--- src/rtl/gsc_pkg.sv ---
package gsc_pkg;
  // word offset inside a 16-byte group slot
  typedef enum logic [1:0] {
    OFS_MASK  = 2'd0,
    OFS_RESET = 2'd1,
    OFS_LAUNCH = 2'd2,
    OFS_SPARE = 2'd3
  } gsc_ofs_e;

  localparam int SLOT_BITS  = 4;   // 16 slots in the map
  localparam int SLOT_SPAN_LSB = 4; // 0x10 stride
  localparam int WORD_LSB   = 2;
  localparam int MAP_BITS   = SLOT_BITS + SLOT_SPAN_LSB;
endpackage

--- src/rtl/gsc_group_slot.sv ---
module gsc_group_slot #(
  parameter int NUM_CH = 8,
  parameter int DATA_W = 32
) (
  input  logic              clk,
  input  logic              rst_n,
  input  logic              wr_mask,
  input  logic              wr_reset,
  input  logic              wr_launch,
  input  logic [DATA_W-1:0] wdata,
  output logic [NUM_CH-1:0] mask_q,
  output logic              reset_q,
  output logic              launch_hit
);
  always_ff @(posedge clk or negedge rst_n) begin
    if (!rst_n) begin
      mask_q  <= '0;
      reset_q <= 1'b0;
    end else begin
      if (wr_mask)  mask_q  <= wdata[NUM_CH-1:0];
      if (wr_reset) reset_q <= wdata[0];
    end
  end

  // launch is a strobe only; nothing is stored
  assign launch_hit = wr_launch & wdata[0];

  p_mask_hold_r1: assert property (@(posedge clk) disable iff (!rst_n)
    !wr_mask |=> $stable(mask_q));
  p_flag_hold_r2: assert property (@(posedge clk) disable iff (!rst_n)
    !wr_reset |=> $stable(reset_q));
  p_launch_no_state_r5: assert property (@(posedge clk) disable iff (!rst_n)
    wr_launch |=> ($stable(mask_q) && $stable(reset_q)));
endmodule

--- src/rtl/gsc_pulse_merge.sv ---
module gsc_pulse_merge #(
  parameter int NUM_GROUPS = 4,
  parameter int NUM_CH     = 8
) (
  input  logic                               clk,
  input  logic                               rst_n,
  input  logic [NUM_GROUPS-1:0]              hit,
  input  logic [NUM_GROUPS-1:0]              reset_en,
  input  logic [NUM_GROUPS-1:0][NUM_CH-1:0]  masks,
  output logic [NUM_CH-1:0]                  apply_q,
  output logic [NUM_CH-1:0]                  clear_q
);
  logic [NUM_CH-1:0] apply_d, clear_d;

  always_comb begin
    apply_d = '0;
    clear_d = '0;
    for (int g = 0; g < NUM_GROUPS; g++) begin
      if (hit[g]) begin
        apply_d = apply_d | masks[g];
        if (reset_en[g]) clear_d = clear_d | masks[g];
      end
    end
  end

  always_ff @(posedge clk or negedge rst_n) begin
    if (!rst_n) begin
      apply_q <= '0;
      clear_q <= '0;
    end else begin
      apply_q <= apply_d;
      clear_q <= clear_d;
    end
  end

  p_idle_quiet_r3: assert property (@(posedge clk) disable iff (!rst_n)
    (hit == '0) |=> (apply_q == '0 && clear_q == '0));
  p_clear_inside_apply_r4: assert property (@(posedge clk) disable iff (!rst_n)
    ((clear_q & ~apply_q) == '0));
  p_unflagged_no_clear_r4: assert property (@(posedge clk) disable iff (!rst_n)
    ((hit & reset_en) == '0) |=> (clear_q == '0));
endmodule

--- src/rtl/gsc_read_mux.sv ---
module gsc_read_mux
  import gsc_pkg::*;
#(
  parameter int NUM_GROUPS = 4,
  parameter int NUM_CH     = 8,
  parameter int DATA_W     = 32
) (
  input  logic                              slot_ok,
  input  logic [SLOT_BITS-1:0]              slot,
  input  gsc_ofs_e                          ofs,
  input  logic [NUM_GROUPS-1:0][NUM_CH-1:0] masks,
  input  logic [NUM_GROUPS-1:0]             reset_en,
  output logic [DATA_W-1:0]                 rdata
);
  always_comb begin
    rdata = '0;
    if (slot_ok) begin
      for (int g = 0; g < NUM_GROUPS; g++) begin
        if (slot == SLOT_BITS'(g)) begin
          unique case (ofs)
            OFS_MASK:  rdata = DATA_W'(masks[g]);
            OFS_RESET: rdata = DATA_W'(reset_en[g]);
            default:   rdata = '0;
          endcase
        end
      end
    end
  end
endmodule

--- src/rtl/grp_sync_start.sv ---
module grp_sync_start
  import gsc_pkg::*;
#(
  parameter int NUM_GROUPS = 4,
  parameter int NUM_CH     = 8,
  parameter int ADDR_W     = 12,
  parameter int DATA_W     = 32
) (
  input  logic              clk,
  input  logic              rst_n,
  input  logic              reg_wr_en,
  input  logic [ADDR_W-1:0] reg_addr,
  input  logic [DATA_W-1:0] reg_wdata,
  output logic [DATA_W-1:0] reg_rdata,
  output logic [NUM_CH-1:0] apply_pulse,
  output logic [NUM_CH-1:0] clear_pulse
);
  localparam int HI_BITS = ADDR_W - MAP_BITS;

  logic                              in_map;
  logic [SLOT_BITS-1:0]              slot;
  gsc_ofs_e                          ofs;
  logic                              slot_ok;
  logic [NUM_GROUPS-1:0][NUM_CH-1:0] masks;
  logic [NUM_GROUPS-1:0]             reset_en;
  logic [NUM_GROUPS-1:0]             hit;

  assign in_map  = (reg_addr[ADDR_W-1:MAP_BITS] == HI_BITS'(0));
  assign slot    = reg_addr[MAP_BITS-1:SLOT_SPAN_LSB];
  assign ofs     = gsc_ofs_e'(reg_addr[SLOT_SPAN_LSB-1:WORD_LSB]);
  assign slot_ok = in_map && ({1'b0, slot} < (SLOT_BITS+1)'(NUM_GROUPS));

  for (genvar g = 0; g < NUM_GROUPS; g++) begin : g_slot
    logic sel_here;
    assign sel_here = reg_wr_en && slot_ok && (slot == SLOT_BITS'(g));

    gsc_group_slot #(.NUM_CH(NUM_CH), .DATA_W(DATA_W)) u_slot (
      .clk        (clk),
      .rst_n      (rst_n),
      .wr_mask    (sel_here && ofs == OFS_MASK),
      .wr_reset   (sel_here && ofs == OFS_RESET),
      .wr_launch  (sel_here && ofs == OFS_LAUNCH),
      .wdata      (reg_wdata),
      .mask_q     (masks[g]),
      .reset_q    (reset_en[g]),
      .launch_hit (hit[g])
    );
  end

  gsc_pulse_merge #(.NUM_GROUPS(NUM_GROUPS), .NUM_CH(NUM_CH)) u_merge (
    .clk      (clk),
    .rst_n    (rst_n),
    .hit      (hit),
    .reset_en (reset_en),
    .masks    (masks),
    .apply_q  (apply_pulse),
    .clear_q  (clear_pulse)
  );

  gsc_read_mux #(.NUM_GROUPS(NUM_GROUPS), .NUM_CH(NUM_CH), .DATA_W(DATA_W)) u_rd (
    .slot_ok  (slot_ok),
    .slot     (slot),
    .ofs      (ofs),
    .masks    (masks),
    .reset_en (reset_en),
    .rdata    (reg_rdata)
  );

  p_dead_read_zero_r7: assert property (@(posedge clk) disable iff (!rst_n)
    (!slot_ok || ofs == OFS_SPARE) |-> (reg_rdata == '0));
  p_launch_reads_zero_r5: assert property (@(posedge clk) disable iff (!rst_n)
    (ofs == OFS_LAUNCH) |-> (reg_rdata == '0));
  p_dead_write_quiet_r7: assert property (@(posedge clk) disable iff (!rst_n)
    (reg_wr_en && !slot_ok) |=> (apply_pulse == '0));
endmodule

--- config.mk ---
export PLATFORM = sky130hd
export DESIGN_NAME = grp_sync_start
export DESIGN_NICKNAME = d
export VERILOG_FILES = /design/src/rtl/gsc_pkg.sv /design/src/rtl/gsc_group_slot.sv /design/src/rtl/gsc_pulse_merge.sv /design/src/rtl/gsc_read_mux.sv /design/src/rtl/grp_sync_start.sv
export SDC_FILE = /design/constraint.sdc
export NUM_CORES = 1
export LEC_CHECK = 0
export BUFFER_PORTS_ARGS = -buffer_cell sky130_fd_sc_hd__buf_4
export CELL_PAD_IN_SITES_DETAIL_PLACEMENT = 2
export CELL_PAD_IN_SITES_GLOBAL_PLACEMENT = 2
export CORE_ASPECT_RATIO = 1.1
export CORE_MARGIN = 5
export CORE_UTILIZATION = 31
export DETAILED_ROUTE_END_ITERATION = 7
export PLACE_DENSITY_LB_ADDON = 0.08
export REMOVE_ABC_BUFFERS = 1
export SLEW_MARGIN = 15
export SYNTH_ARGS = -nofsm -noshare
export SYNTH_HDL_FRONTEND = slang
export SYNTH_SLANG_ARGS = --single-unit
--- constraint.sdc ---
create_clock -name clk -period 1.95 [get_ports clk]
set_clock_uncertainty 0.05 [all_clocks]
set_input_delay 0.195 -clock clk [delete_from_list [all_inputs] [get_ports clk]]
set_output_delay 0.195 -clock clk [all_outputs]
set_load 0.1 [all_outputs]
==> run_results.csv <==
group,metric,value,unit
run_status,outcome,"completed",
die,io_pins,95,
placement,placed_area,3310,sq um
synth,synthArstFlopShare,100,%
critical_path,slowest_delay,550,ps
placement,dp_cells,409,
clock_network,cts_buffers,5,
clock_network,cts_tree,"done",
critical_path,crit_cells,7,
critical_path,cp_top_family,"simple AND/OR/NAND/NOR gates",
clock_network,cts.sinks,52,
drt,vias,2168,
timing,fin_crit_sh,97.4,%
die,fp.dieH,110,um
min_path,hold_depth,2,
timing,worstMarginPinSlew,690,ps
synth,yosysTopAreaCellShare,46.1,%
critical_path,cp_slowest_cell,"or4_4",
critical_path,r2r_end,"u_merge.clear_q[5]$_DFF_PN0_",
critical_path,rr_worst_depth,4,
synth,syn_inst,242,
min_path,hold_path_class,"in -> reg",
critical_path,cp_data_arrival_time,1650,ps
pwr,p_leak,1.66,nW
die,start_util,31.8,%
synth,synthTopCellsByArea,"dfrtp_1 46%, mux2_2 16%, buf_4 6.9%, a22oi_1 4.3%, a222oi_1 2.8%",
synth,ys_warn_count,0,
drt,first_pass_iters,5,
cells_and_area,syn2layout_area_growth,28.7,%
critical_path,start_kind,"input port",
drt,ant_nets,0,
global_route,grtUsageTotal,16.8,%
timing,slew_viol_final,0,
critical_path,cp-end-kind,"primary output",
timing,max_freq,527,MHz
drt,wirelength,8840,um
critical_path,reg2reg_slack,650,ps
die,dieArea,11100,sq um
die,coreArea,8870,sq um
critical_path,critical_path_class,"in -> out",
global_route,grt_max_degree,53,
die,rows,36,
synth,synth_edf_count,0,
synth,ys_ff_latch,52,
synth,yosysUniqueCellTypes,36,
cells_and_area,final_util,40.9,%
cells_and_area,fillCellCount,948,
timing,rsz0062_at_grt,"yes",
critical_path,endpoint,"reg_rdata[5]",
drt,drtIter0Drc,84,
cells_and_area,diodes,0,
cells_and_area,fin_area,3630,sq um
global_route,first_global_vias,2370,
pwr,powerDensity,625,nW/um^2
critical_path,cp_cell_sequence,"buf_4, or4_4, nor3_4, nand2_2, buf_8, nor3_4, buf_12",
critical_path,cp.required,1700,ps
cells_and_area,fin_nets,350,
drt,wl_per_cell,21.2,um
critical_path,reg2reg_from,"g_slot[3].u_slot.reset_q$_DFFE_PN0P_",
clock_network,cts_buffer_depth,2,
critical_path,crit_buf_inv,3,
drt,routed_via_density,5.19,
pwr,ir_drop,0.279,mV
clock_network,clk_latency,320,ps
placement,dp_hpwl,6170,um
critical_path,crit_path_start,"reg_addr[9]",
critical_path,path_max_fanout,7,
die,die_w,101,um
synth,syn_avg_cell_area,11.7,sq um
drt,drc,0,
cells_and_area,fin_cells,418,
synth,synth_top_area_cell,"dfrtp_1",
clock_network,path_clk_slew,90,ps
synth,yosysMostFrequentCell,"dfrtp_1",
synth,synth_flop_cell,"dfrtp_1",
global_route,grt_first_pass_wirelength,13900,um
synth,synth_commonest_cells,"52 x dfrtp_1, 39 x mux2_2, 26 x buf_4, 16 x a22oi_1, 15 x a21oi_1",
timing,layout_min_cycle_time,1900,ps
clock_network,cts-root-buf,"clkbuf_8",
cells_and_area,drive_above_1_share,44.7,%
timing,relSlewSlack,54.0,%
clock_network,htreeDepth,2,
timing,setup_viol,0,
synth,synth_area,2820,sq um
placement,port_buffers,44,
critical_path,crit_top_cell,"nor3_4",
global_route,antenna_found_initial,0,
placement,globalplace.congestion,0.768,
job,drv_cap,0,
synth,ys_seq_area_share,46.1,%
global_route,overflow,0,
timing,finalHoldViolations,0,
-- cell usage in the layout (no fill, tap or decap) --
cell and count:
buf_4 56, dfrtp_1 52, mux2_2 39, conb_1 24, a22oi_1 16, a21oi_1 15, buf_12 10, nor2_1 9
nand2_1 9, nor3_4 8, a222oi_1 8, o22ai_1 7, clkbuf_8 7, nand2_2 5, nand3_1 5, mux2i_1 4
and2_1 4, mux2_1 4, nor4b_2 3, nor3_1 2, nor4_1 2, or4_4 1, nor2b_1 1, o21ai_0 1
o31a_1 1, o21a_1 1, nor4bb_2 1, nor4_4 1, nand4_4 1, a21oi_2 1, and4_1 1, and3b_1 1
bufinv_16 1, dlygate4sd3_1 1, buf_6 1, buf_8 1
-- how the worst min path moves through the flow --
| stage | start | end |
|---|---|---|
| global placement | rst_n | u_merge.apply_q[0]$_DFF_PN0_ |
| detailed placement | rst_n | u_merge.apply_q[0]$_DFF_PN0_ |
| global route | reg_wdata[4] | g_slot[3].u_slot.mask_q[4]$_DFFE_PN0P_ |
| CTS | reg_wdata[7] | g_slot[0].u_slot.mask_q[7]$_DFFE_PN0P_ |
| finish | reg_wdata[7] | g_slot[0].u_slot.mask_q[7]$_DFFE_PN0P_ |
| floorplan | rst_n | g_slot[0].u_slot.mask_q[0]$_DFFE_PN0P_ |
-- worst register-to-register path, cell delays in order (launching register included) --
cell and delay [ps]:
dfrtp_1 400, and2_1 260, buf_4 200, a22oi_1 160, a21oi_1 100
-- state kept, by name (all words and copies together) (netlist names) --
name / count
u_merge.apply_q: 8
g_slot.u_slot.mask_q: 32
u_merge.clear_q: 8
g_slot.u_slot.reset_q: 4
-- final cells by class --
type / count / area [sq um] / share of cell area (%)
well taps: 114 / 143 / 3.93
flip-flops and latches: 52 / 1300 / 35.8
clock inverters: 1 / 30.0 / 0.827
clock buffers: 7 / 96.3 / 2.65
multi-input cells: 175 / 1400 / 38.7
repair buffers: 69 / 657 / 18.1
-- cells by family after synthesis --
logic type      Yosys count  synth area share, %
buf+inv                  38                 10.7
compound gates           50                 12.4
mux                      47                 18.6
simple gates             54                 12.1
other cells               1                0.133
flops                    52                 46.1
-- routing by layer --
metal / up-vias / global-route usage [%] / wire length, um
li1: 978 / - / -
met1: 1111 / 22.1 / 3720
met2: 73 / 29.1 / 4490
met3: 6 / 2.58 / 540
met4: 0 / 4.27 / 94
met5: - / 0 / 0
-- power breakdown --
group	switching [W]	total [W]	internal [W]
clock	0.000373	0.000826	0.000453
sequential	0.00000339	0.00108	0.00108
combinational	0.000302	0.000361	0.0000588
total	0.000678	0.00227	0.00159
-- through the flow --
| stage | hold slack (ps) | power, W | TNS, ps | worst slack, ps |
|---|---|---|---|---|
| floorplan | -151 | 0.00134 | -10970 | -1530 |
| global placement | 242 | 0.00145 | -870 | -151 |
| detailed placement | 247 | 0.00146 | -912 | -182 |
| CTS | 61.7 | 0.00231 | -9.80 | -9.80 |
| global route | 69.9 | 0.00236 | -54.4 | -20.2 |
| finish | 74.4 | 0.00227 | 0 | 51.3 |
-- timing repair --
item / in CTS / in global routing
endpoints found under the hold margin: 52 / 0
setup endpoints to repair: 8 / 7
buffers inserted: 0 / 0
resized for setup: 35 / 5
pin swaps: 5 / 2
hold buffers: 1 / 0
(Power assumes the default switching activity.)
